<file path="config.mk">
export PLATFORM = sky130hd
export DESIGN_NAME = intc_cpuif
export DESIGN_NICKNAME = d
export VERILOG_FILES = /design/src/rtl/intc_cpuif_pkg.sv /design/src/rtl/intc_cpuif_select.sv /design/src/rtl/intc_cpuif_ctrl.sv /design/src/rtl/intc_cpuif.sv
export SDC_FILE = /design/constraint.sdc
export NUM_CORES = 1
export LEC_CHECK = 0
export BUFFER_PORTS_ARGS = -buffer_cell sky130_fd_sc_hd__buf_2
export CAP_MARGIN = 25
export CELL_PAD_IN_SITES_DETAIL_PLACEMENT = 0
export CELL_PAD_IN_SITES_GLOBAL_PLACEMENT = 2
export CORE_MARGIN = 8
export CORE_UTILIZATION = 30
export DETAILED_ROUTE_END_ITERATION = 10
export PLACE_DENSITY_LB_ADDON = 0.3
export RECOVER_POWER = 100
export SLEW_MARGIN = 20
export SYNTH_ARGS = -nofsm -noshare
export SYNTH_HDL_FRONTEND = slang
export SYNTH_SLANG_ARGS = --single-unit
</file>
<file path="constraint.sdc">
create_clock -name clk -period 102.1 [get_ports clk]
set_input_delay 5.105 -clock clk [delete_from_list [all_inputs] [get_ports clk]]
set_output_delay 5.105 -clock clk [all_outputs]
set_load 0.05 [all_outputs]
</file>
<file path="src/rtl/intc_cpuif_pkg.sv">
package intc_cpuif_pkg;
  localparam int unsigned ID_BASE     = 32;
  localparam int unsigned SPURIOUS_ID = 1023;

  typedef enum logic [1:0] {
    REG_CLAIM  = 2'd0,
    REG_DONE   = 2'd1,
    REG_THRESH = 2'd2,
    REG_NONE   = 2'd3
  } reg_addr_e;
endpackage

</file>
<file path="src/rtl/intc_cpuif_select.sv">
module intc_cpuif_select #(
  parameter int NUM_LINES = 16,
  parameter int PRIO_W    = 8,
  parameter int NUM_CORES = 4,
  parameter int CORE_ID   = 0,
  parameter int IDX_W     = $clog2(NUM_LINES)
) (
  input  logic [NUM_LINES-1:0]           pend_i,
  input  logic [NUM_LINES-1:0]           enable_i,
  input  logic [NUM_LINES*PRIO_W-1:0]    prio_i,
  input  logic [NUM_LINES*NUM_CORES-1:0] target_i,
  output logic                           cand_valid_o,
  output logic [IDX_W-1:0]               cand_idx_o,
  output logic [PRIO_W-1:0]              cand_prio_o
);
  logic [NUM_LINES-1:0] eligible;

  genvar g;
  generate
    for (g = 0; g < NUM_LINES; g++) begin : g_elig
      assign eligible[g] = pend_i[g] & enable_i[g] & target_i[g*NUM_CORES + CORE_ID];
    end
  endgenerate

  // Linear scan, strict compare keeps the lowest index on ties
  always_comb begin
    cand_valid_o = 1'b0;
    cand_idx_o   = '0;
    cand_prio_o  = '1;
    for (int i = 0; i < NUM_LINES; i++) begin
      if (eligible[i] && (!cand_valid_o || prio_i[i*PRIO_W +: PRIO_W] < cand_prio_o)) begin
        cand_valid_o = 1'b1;
        cand_idx_o   = IDX_W'(i);
        cand_prio_o  = prio_i[i*PRIO_W +: PRIO_W];
      end
    end
  end
endmodule

</file>
<file path="src/rtl/intc_cpuif_ctrl.sv">
module intc_cpuif_ctrl
  import intc_cpuif_pkg::*;
#(
  parameter int NUM_LINES = 16,
  parameter int PRIO_W    = 8,
  parameter int DATA_W    = 16,
  parameter int IDX_W     = $clog2(NUM_LINES)
) (
  input  logic                 clk,
  input  logic                 rst_n,
  input  logic                 bus_sel_i,
  input  logic                 bus_wr_i,
  input  logic [1:0]           bus_addr_i,
  input  logic [DATA_W-1:0]    bus_wdata_i,
  input  logic                 cand_valid_i,
  input  logic [IDX_W-1:0]     cand_idx_i,
  input  logic [PRIO_W-1:0]    cand_prio_i,
  output logic                 irq_o,
  output logic [DATA_W-1:0]    bus_rdata_o,
  output logic [NUM_LINES-1:0] ack_vec_o,
  output logic [NUM_LINES-1:0] eoi_vec_o,
  output logic [PRIO_W-1:0]    pmr_o
);
  localparam logic [NUM_LINES-1:0] ONE = {{(NUM_LINES-1){1'b0}}, 1'b1};

  logic [PRIO_W-1:0]    pmr_q, pmr_d;
  logic                 busy_q, busy_d;
  logic [IDX_W-1:0]     act_q, act_d;
  logic [DATA_W-1:0]    rdata_q, rdata_d;
  logic [NUM_LINES-1:0] ack_q, ack_d, eoi_q, eoi_d;

  logic rd_en, wr_en, qualify, eoi_hit;

  assign rd_en   = bus_sel_i & ~bus_wr_i;
  assign wr_en   = bus_sel_i &  bus_wr_i;
  assign qualify = cand_valid_i & ~busy_q & (cand_prio_i < pmr_q);
  assign eoi_hit = wr_en & (bus_addr_i == REG_DONE) & busy_q &
                   (bus_wdata_i == DATA_W'(ID_BASE) + DATA_W'(act_q));

  always_comb begin
    pmr_d   = pmr_q;
    busy_d  = busy_q;
    act_d   = act_q;
    rdata_d = rdata_q;
    ack_d   = '0;
    eoi_d   = '0;
    if (rd_en) begin
      unique case (bus_addr_i)
        REG_CLAIM: begin
          if (qualify) begin
            rdata_d = DATA_W'(ID_BASE) + DATA_W'(cand_idx_i);
            ack_d   = ONE << cand_idx_i;
            busy_d  = 1'b1;
            act_d   = cand_idx_i;
          end else begin
            rdata_d = DATA_W'(SPURIOUS_ID);
          end
        end
        REG_THRESH: rdata_d = DATA_W'(pmr_q);
        default:    rdata_d = '0;
      endcase
    end
    if (wr_en && bus_addr_i == REG_THRESH) pmr_d = bus_wdata_i[PRIO_W-1:0];
    if (eoi_hit) begin
      eoi_d  = ONE << act_q;
      busy_d = 1'b0;
    end
  end

  always_ff @(posedge clk or negedge rst_n) begin
    if (!rst_n) begin
      pmr_q   <= '0;
      busy_q  <= 1'b0;
      act_q   <= '0;
      rdata_q <= '0;
      ack_q   <= '0;
      eoi_q   <= '0;
    end else begin
      pmr_q   <= pmr_d;
      busy_q  <= busy_d;
      act_q   <= act_d;
      rdata_q <= rdata_d;
      ack_q   <= ack_d;
      eoi_q   <= eoi_d;
    end
  end

  assign irq_o       = qualify;
  assign bus_rdata_o = rdata_q;
  assign ack_vec_o   = ack_q;
  assign eoi_vec_o   = eoi_q;
  assign pmr_o       = pmr_q;

  assert_ack_onehot_R7: assert property (@(posedge clk) disable iff (!rst_n)
    $onehot0(ack_vec_o));
  assert_ack_after_irq_R8: assert property (@(posedge clk) disable iff (!rst_n)
    (|ack_vec_o) |-> $past(irq_o));
  assert_claim_blocks_irq_R9: assert property (@(posedge clk) disable iff (!rst_n)
    (|ack_vec_o) |-> !irq_o);
  assert_eoi_onehot_R10: assert property (@(posedge clk) disable iff (!rst_n)
    $onehot0(eoi_vec_o));
  assert_eoi_needs_service_R11: assert property (@(posedge clk) disable iff (!rst_n)
    (|eoi_vec_o) |-> $past(busy_q));
endmodule

</file>
<file path="src/rtl/intc_cpuif.sv">
module intc_cpuif #(
  parameter int NUM_LINES = 16,
  parameter int PRIO_W    = 8,
  parameter int NUM_CORES = 4,
  parameter int CORE_ID   = 1,
  parameter int DATA_W    = 16
) (
  input  logic                           clk,
  input  logic                           rst_n,
  input  logic [NUM_LINES-1:0]           pend_i,
  input  logic [NUM_LINES-1:0]           enable_i,
  input  logic [NUM_LINES*PRIO_W-1:0]    prio_i,
  input  logic [NUM_LINES*NUM_CORES-1:0] target_i,
  input  logic                           bus_sel_i,
  input  logic                           bus_wr_i,
  input  logic [1:0]                     bus_addr_i,
  input  logic [DATA_W-1:0]              bus_wdata_i,
  output logic [DATA_W-1:0]              bus_rdata_o,
  output logic                           irq_o,
  output logic [NUM_LINES-1:0]           ack_vec_o,
  output logic [NUM_LINES-1:0]           eoi_vec_o
);
  localparam int IDX_W = $clog2(NUM_LINES);

  logic              rst_meta_q, rst_sync_q;
  logic              cand_valid;
  logic [IDX_W-1:0]  cand_idx;
  logic [PRIO_W-1:0] cand_prio;
  logic [PRIO_W-1:0] pmr;

  always_ff @(posedge clk or negedge rst_n) begin
    if (!rst_n) begin
      rst_meta_q <= 1'b0;
      rst_sync_q <= 1'b0;
    end else begin
      rst_meta_q <= 1'b1;
      rst_sync_q <= rst_meta_q;
    end
  end

  intc_cpuif_select #(
    .NUM_LINES(NUM_LINES), .PRIO_W(PRIO_W), .NUM_CORES(NUM_CORES),
    .CORE_ID(CORE_ID), .IDX_W(IDX_W)
  ) u_select (
    .pend_i(pend_i), .enable_i(enable_i), .prio_i(prio_i), .target_i(target_i),
    .cand_valid_o(cand_valid), .cand_idx_o(cand_idx), .cand_prio_o(cand_prio)
  );

  intc_cpuif_ctrl #(
    .NUM_LINES(NUM_LINES), .PRIO_W(PRIO_W), .DATA_W(DATA_W), .IDX_W(IDX_W)
  ) u_ctrl (
    .clk(clk), .rst_n(rst_sync_q),
    .bus_sel_i(bus_sel_i), .bus_wr_i(bus_wr_i), .bus_addr_i(bus_addr_i),
    .bus_wdata_i(bus_wdata_i),
    .cand_valid_i(cand_valid), .cand_idx_i(cand_idx), .cand_prio_i(cand_prio),
    .irq_o(irq_o), .bus_rdata_o(bus_rdata_o),
    .ack_vec_o(ack_vec_o), .eoi_vec_o(eoi_vec_o), .pmr_o(pmr)
  );

  assert_zero_mask_blocks_R6: assert property (@(posedge clk) disable iff (!rst_sync_q)
    (pmr == '0) |-> !irq_o);
  assert_winner_eligible_R5: assert property (@(posedge clk) disable iff (!rst_sync_q)
    cand_valid |-> (pend_i[cand_idx] && enable_i[cand_idx]));
  assert_winner_routed_R4: assert property (@(posedge clk) disable iff (!rst_sync_q)
    cand_valid |-> target_i[32'(cand_idx)*NUM_CORES + CORE_ID]);
endmodule

</file>
* Word level (Yosys, flattened, before mapping)
Index checks and enable logic that the tools add are counted.
Operators by class: add/sub/neg operators 2, muxes and demuxes 57, reductions and logical operators 52, magnitude comparators 16, equal/unequal tests 3, bitwise operators 41, shift operators 2
Operators with widths (number):
- less-than comparator 8 bit | 16
- 2-to-1 mux 8 bit | 16
- 2-to-1 mux 16 bit | 5
- bitwise AND 1 bit | 39
- 2-to-1 mux 4 bit | 8
- case mux 16 bit (2 select lines) | 1
- left shift 1 x 4 -> 16 bit (first input constant) | 2
- 2-to-1 mux 1 bit | 21
- == test 16 bit | 1
- logical AND 1 bit | 16
- zero test 1 bit | 15
- logical OR 1 bit | 15
- adder 6 x 4 -> 7 bit (first input constant) | 2
- 2-to-1 mux 3 bit | 4
- AND reduction 3 bit | 2
- nonzero test 2 bit | 3
- 2-to-1 mux 2 bit | 2
- == test 2 x 1 -> 1 bit (second input constant) | 1
- == test 2 bit (second input constant) | 1
- zero test 2 bit | 1
- NOT 1 bit | 2
Word-level totals: register bits after elaboration 63, output and inout port bits 49, bits of input ports 246

* Logic depth before layout (Yosys ltp)
depth in word-level cells 69, depth in mapped cells 187, depth with buffers taken out 172

* Cells and area by module
Synthesis repeated with hierarchy kept, for this count alone.
Second synthesis, totals: cell total of the unflattened synthesis 1040, area total of the unflattened synthesis 8094.0 sq um
By module, submodules not included:
- intc_cpuif_select | area an instance 5740.5 sq um, instances 1, sequential area each 0.0 sq um, cells each 843
- intc_cpuif_ctrl | area an instance 2299.7 sq um, instances 1, sequential area each 1351.3 sq um, cells each 194
- intc_cpuif | area an instance 53.8 sq um, instances 1, sequential area each 50.0 sq um, cells each 3

* Least setup slack after synthesis
No wires, ideal clock.
path type input -> output, start point in enable_i[0], end point out irq_o, arrival 35.139 ns, stages 174, slack 61.856 ns, buffers on the path 15, path through nand3_1 > buf_2 > nor2_1 > ha_1 > nand2_1 > o211ai_2 > o21bai_1 > o21a_1 > clkbuf_1 > nor2_1 > a21oi_1 > inv_1 > ha_1 > and4_1 > or3_1 > o22ai_1 > nor2_1 > a31oi_2 > (+138 left out) > a21o_1 > a21oi_1 > o21ai_0 > nor2_1 > o21bai_1 > nor2_1 > o22ai_1 > clkbuf_1 > a21oi_1 > ha_1 > a21o_1 > a211oi_1 > o211ai_1 > a21oi_1 > o31ai_1 > a311o_1 > buf_2 > inv_1
Between the ends: word-level cells in the longest chain between the ends 65, elaborated cells between the ends (all ways) 97, those cells by class order compare: 16; mux: 32; bitwise: 4; reduce/logical: 45
Ends and longest elaborated chain:
- from (decl) | line intc_cpuif.sv:11 | input logic [NUM_LINES-1:0] enable_i,
- bitwise AND 1 bit (*) (2 in a row) | line intc_cpuif_select.sv:21 | assign eligible[g] = pend_i[g] & enable_i[g] & target_i[g*NUM_CORES + CORE_ID];
- 2-to-1 mux 8 bit or 2-to-1 mux 1 bit (tied branches) | line intc_cpuif_select.sv:31 | if (eligible[i] && (!cand_valid_o || prio_i[i*PRIO_W +: PRIO_W] < cand_prio_o)) begin
- less-than comparator 8 bit or zero test 1 bit (tied branches) | line intc_cpuif_select.sv:31
- logical OR 1 bit | line intc_cpuif_select.sv:31
- logical AND 1 bit | line intc_cpuif_select.sv:31
- 2-to-1 mux 8 bit or 2-to-1 mux 1 bit (tied branches) | line intc_cpuif_select.sv:31
- less-than comparator 8 bit or zero test 1 bit (tied branches) | line intc_cpuif_select.sv:31
- logical OR 1 bit | line intc_cpuif_select.sv:31
- (+48 left out)
- logical AND 1 bit | line intc_cpuif_select.sv:31
- 2-to-1 mux 8 bit or 2-to-1 mux 1 bit (tied branches) | line intc_cpuif_select.sv:31
- less-than comparator 8 bit or zero test 1 bit (tied branches) | line intc_cpuif_select.sv:31
- logical OR 1 bit | line intc_cpuif_select.sv:31
- logical AND 1 bit | line intc_cpuif_select.sv:31
- 2-to-1 mux 8 bit or 2-to-1 mux 1 bit (tied branches) | line intc_cpuif_select.sv:31
- less-than comparator 8 bit or bitwise AND 1 bit (tied branches) | line intc_cpuif_ctrl.sv:36 | assign qualify = cand_valid_i & ~busy_q & (cand_prio_i < pmr_q);
- bitwise AND 1 bit (*) | line intc_cpuif_ctrl.sv:36
- to (decl) | line intc_cpuif.sv:19 | output logic irq_o,
Every way passes the cells marked *; elsewhere a longest branch is shown, timed or not.

* Worst setup path in the final report
Same ends and word-level chain as after synthesis.

==> results_dict.tcl <==
set metrics [dict create \
    async_sr_flop_fraction 1.000 \
    drt-wirelength-per-cell_um 16.42 \
    buffer_ports.inserted 240 \
    final-setup-viol-count 0 \
    ctsHoldBuffers 0 \
    min_delay_worst_endpoint "rst_sync_q$_DFF_PN0_" \
    timing.slew.headroom -0.9295 \
    fmaxAchievable_ghz 0.02010 \
    fin_skew_ns 0.005581 \
    cts_tree "yes" \
    post-synth-top-area-fraction 0.1765 \
    hold_path.class "reg -> reg" \
    final_min_period_over_clock_period 0.4874 \
    tightestPinTransition_ns 2.894 \
    fin_crit_ns 49.76 \
    grt_start_max_net_pins 55 \
    worst_setup_path_start_kind "input pin" \
    grt_pass1_vias 8273 \
    internal_power_uw 64.49 \
    htree_levels 2 \
    synth_cells 1030 \
    dieHeight_um 178.7 \
    syn-cell-area_sq_mm 0.007940 \
    ff2ff_setup_slack_ns 99.18 \
    power_switching_uw 53.40 \
    detail-route-antenna-nets 0 \
    timing.hold.worst_path_depth 0 \
    critical-path-top-cell-by-count "sky130_fd_sc_hd__a21oi_1" \
    gp_congestion 0.8304 \
    crit_path_end_kind "output port" \
    synth_top_cells_by_area "sky130_fd_sc_hd__dfrtp_1, sky130_fd_sc_hd__ha_1, sky130_fd_sc_hd__nor2_1" \
    routed_via_density 5.108 \
    nets 1590 \
    min-delay-start "rst_meta_q$_DFF_PN0_" \
    synth_largest_area_cell "sky130_fd_sc_hd__dfrtp_1" \
    detail_route.iter0.violations 350 \
    leakagePower_uw 0.004742 \
    grt-ovfl-total 0 \
    grt_pass1_wl_um 41520 \
    bufs_and_invs_on_worst_path 16 \
    synth.most_common_cell "sky130_fd_sc_hd__nor2_1" \
    critPathTopFamily "compound AO/OA/AOI/OAI gates" \
    max-clock-path-buffers 2 \
    worstReg2RegEnd "u_ctrl.ack_vec_o[15]$_DFF_PN0_" \
    maximum_vdd_ir_drop_v 0.000006140 \
    number_of_pins_exceeding_their_max_slew_limit_in_the_final_report 86 \
    setup-tns-final_ns 0 \
    failed_checks "max-capacitance violations, max-slew violations" \
    switching_share 0.4529 \
    worst_setup_hold_path_clk_slew_ns 0.07 \
    post_cts_buffers 0 \
    antenna_found_initial 4 \
    die-area_sq_mm 0.03193 \
    report.final.hold_viol_count 0 \
    cap_viol_max_count 3 \
    core_area_sq_mm 0.02606 \
    clock-root-buffer "sky130_fd_sc_hd__clkbuf_16" \
    run_status "finished, violations left" \
    timing.critical_path.required_ns 96.99 \
    ys_seq_elements 56 \
    post_cts_resized 0 \
    synth_cell_type_count 95 \
    floorplan.initialDensity 0.3047 \
    synth_edf_count 0 \
    num_io_pins 295 \
    crit-reg2reg-launch "rst_sync_q$_DFF_PN0_" \
    clock_latency_ns 0.29 \
    crit_type "in -> out" \
    syn2layout_area_growth_pct 19.05 \
    ff_latch_area_sq_mm 0.001403 \
    synth.top_cells.by_count "sky130_fd_sc_hd__nor2_1, sky130_fd_sc_hd__inv_1, sky130_fd_sc_hd__ha_1" \
    synth-warning-count 0 \
    reg2regPathDepth 1 \
    dr_total_vias 8132 \
    clk_pwr_share 0.147 \
    ys_seq_area_frac 0.1765 \
    number_of_inserted_filler_cells_in_the_final_layout 2844 \
    crit_arrival_ns 44.65 \
    timing.critical_path.slowest_cell_delay_ns 1.66 \
    powerDensity_mw_per_mm2 12.47 \
    avgSynthCellArea_sq_um 7.709 \
    hpwlAfterDp_um 22720 \
    drive_above_1_share 0.2148 \
    power.sequential.fraction 0.207 \
    routed_wirelength_um 26140 \
    clock_sinks 56 \
    slowest_cell_on_crit_path "sky130_fd_sc_hd__o31ai_1" \
    grt_usage 0.1570 \
    drt_pass1_iterations 5 \
    drc 0 \
    rsz0062_at_grt "no" \
    dominantRegCellSynth "sky130_fd_sc_hd__dfrtp_1" \
    post_layout_utilization_of_the_core 0.3628 \
    insertedDiodeCount 0 \
    crit_fanout 19 \
    numCtsBuffers 5 \
    fp-row-count 59 \
    multiInputGateArea_sq_mm 0.005976 \
    share_comb_of_total_power 0.646 \
    chipWidth_um 178.7 \
]
==> layout by cell type (no fill, tap or decap), types with 14 or more instances in the layout <==
| cell type | Yosys | routed |
|---|---|---|
| sky130_fd_sc_hd__nand3_1 | 37 | 38 |
| sky130_fd_sc_hd__o211ai_1 | 13 | 14 |
| sky130_fd_sc_hd__nor3_1 | 15 | 15 |
| sky130_fd_sc_hd__o21ai_0 | 59 | 61 |
| sky130_fd_sc_hd__a21oi_1 | 76 | 77 |
| sky130_fd_sc_hd__mux2i_1 | 25 | 26 |
| sky130_fd_sc_hd__mux2_2 | 36 | 33 |
| sky130_fd_sc_hd__nand4_1 | 17 | 17 |
| sky130_fd_sc_hd__nand2_1 | 72 | 73 |
| sky130_fd_sc_hd__nand2b_1 | 26 | 26 |
| sky130_fd_sc_hd__inv_1 | 92 | 92 |
| sky130_fd_sc_hd__nor2_1 | 110 | 110 |
| sky130_fd_sc_hd__clkbuf_1 | 15 | 49 |
| sky130_fd_sc_hd__a21o_1 | 29 | 29 |
| sky130_fd_sc_hd__dfrtp_1 | 56 | 55 |
| sky130_fd_sc_hd__a31oi_1 | 13 | 14 |
| sky130_fd_sc_hd__buf_2 | 3 | 194 |
| sky130_fd_sc_hd__ha_1 | 88 | 88 |
==> metal layers <==
layer / global-route usage / part of all wire / up-vias
met2: 0.2740 / 0.48 / 153
li1: - / - / 4222
met4: 0.01963 / 0.0054 / 8
met5: 0 / 0.0017 / -
met3: 0.02780 / 0.050 / 22
met1: 0.2037 / 0.47 / 3727
==> worst max-delay path by stage <==
| stage | from | endpoint | slack, ns | cells after the start |
|---|---|---|---|---|
| 5_1_grt | enable_i[0] | irq_o | 48.28 | 162 |
| 3_3_place_gp | pend_i[0] | irq_o | 56.45 | 164 |
| 6_report | enable_i[0] | irq_o | 52.34 | 159 |
| 2_1_floorplan | enable_i[0] | irq_o | 61.86 | 174 |
| 4_1_cts | enable_i[0] | irq_o | 56.34 | 164 |
| 3_5_place_dp | pend_i[0] | irq_o | 56.50 | 165 |
==> through the flow <==
step	worst slack [ns]	power, uW	instance area, sq um	hold slack (ns)	std cells
after detailed placement	56.50	102.0	9442	0.3386	1584
after global routing	48.28	130.6	9453	0.3719	1592
final	52.34	117.9	9453	0.3517	1592
after floorplan	61.86	82.04	7959	0.3312	1035
after CTS	56.34	119.9	9589	0.3553	1592
after global placement	56.45	101.4	9442	0.3345	1584
==> power by group through the flow <==
stage | combinational, uW | sequential, uW | clock [uW]
after floorplan | 55.5 | 26.6 | 0
after global placement | 76.6 | 24.7 | 0
after detailed placement | 77.2 | 24.8 | 0
after CTS | 77.8 | 24.3 | 17.8
after global routing | 87.6 | 24.5 | 18.5
final | 76.2 | 24.3 | 17.4
==> sequential cells by signal, summed over array words and instances (netlist names) <==
signal / count
u_ctrl.pmr_o: 8
u_ctrl.ack_vec_o: 16
u_ctrl.act_q: 4
u_ctrl.eoi_vec_o: 16
u_ctrl.busy_q: 1
u_ctrl.bus_rdata_o: 9
rst_sync_q: 1
rst_meta_q: 1
==> logic make-up after synthesis <==
kind of cell,share of synthesized area
other,0.0009458
AOI/OAI and AO/OA,0.2673
adders and majority gates,0.1464
and+or+nand+nor,0.2316
muxes,0.1037
DFF,0.1765
xor gates and xnor gates,0.008825
buffers and inverters,0.06476
==> area by class of cell <==
class,count,area share
clock buffer,5,0.01324
tap,335,0.04434
multi-input combinational,857,0.6322
timing repair buffer,244,0.1230
sequential,56,0.1484
inverter,92,0.03653
clock inverter,3,0.002383
No activity file was read; power rests on OpenSTA's default activity.
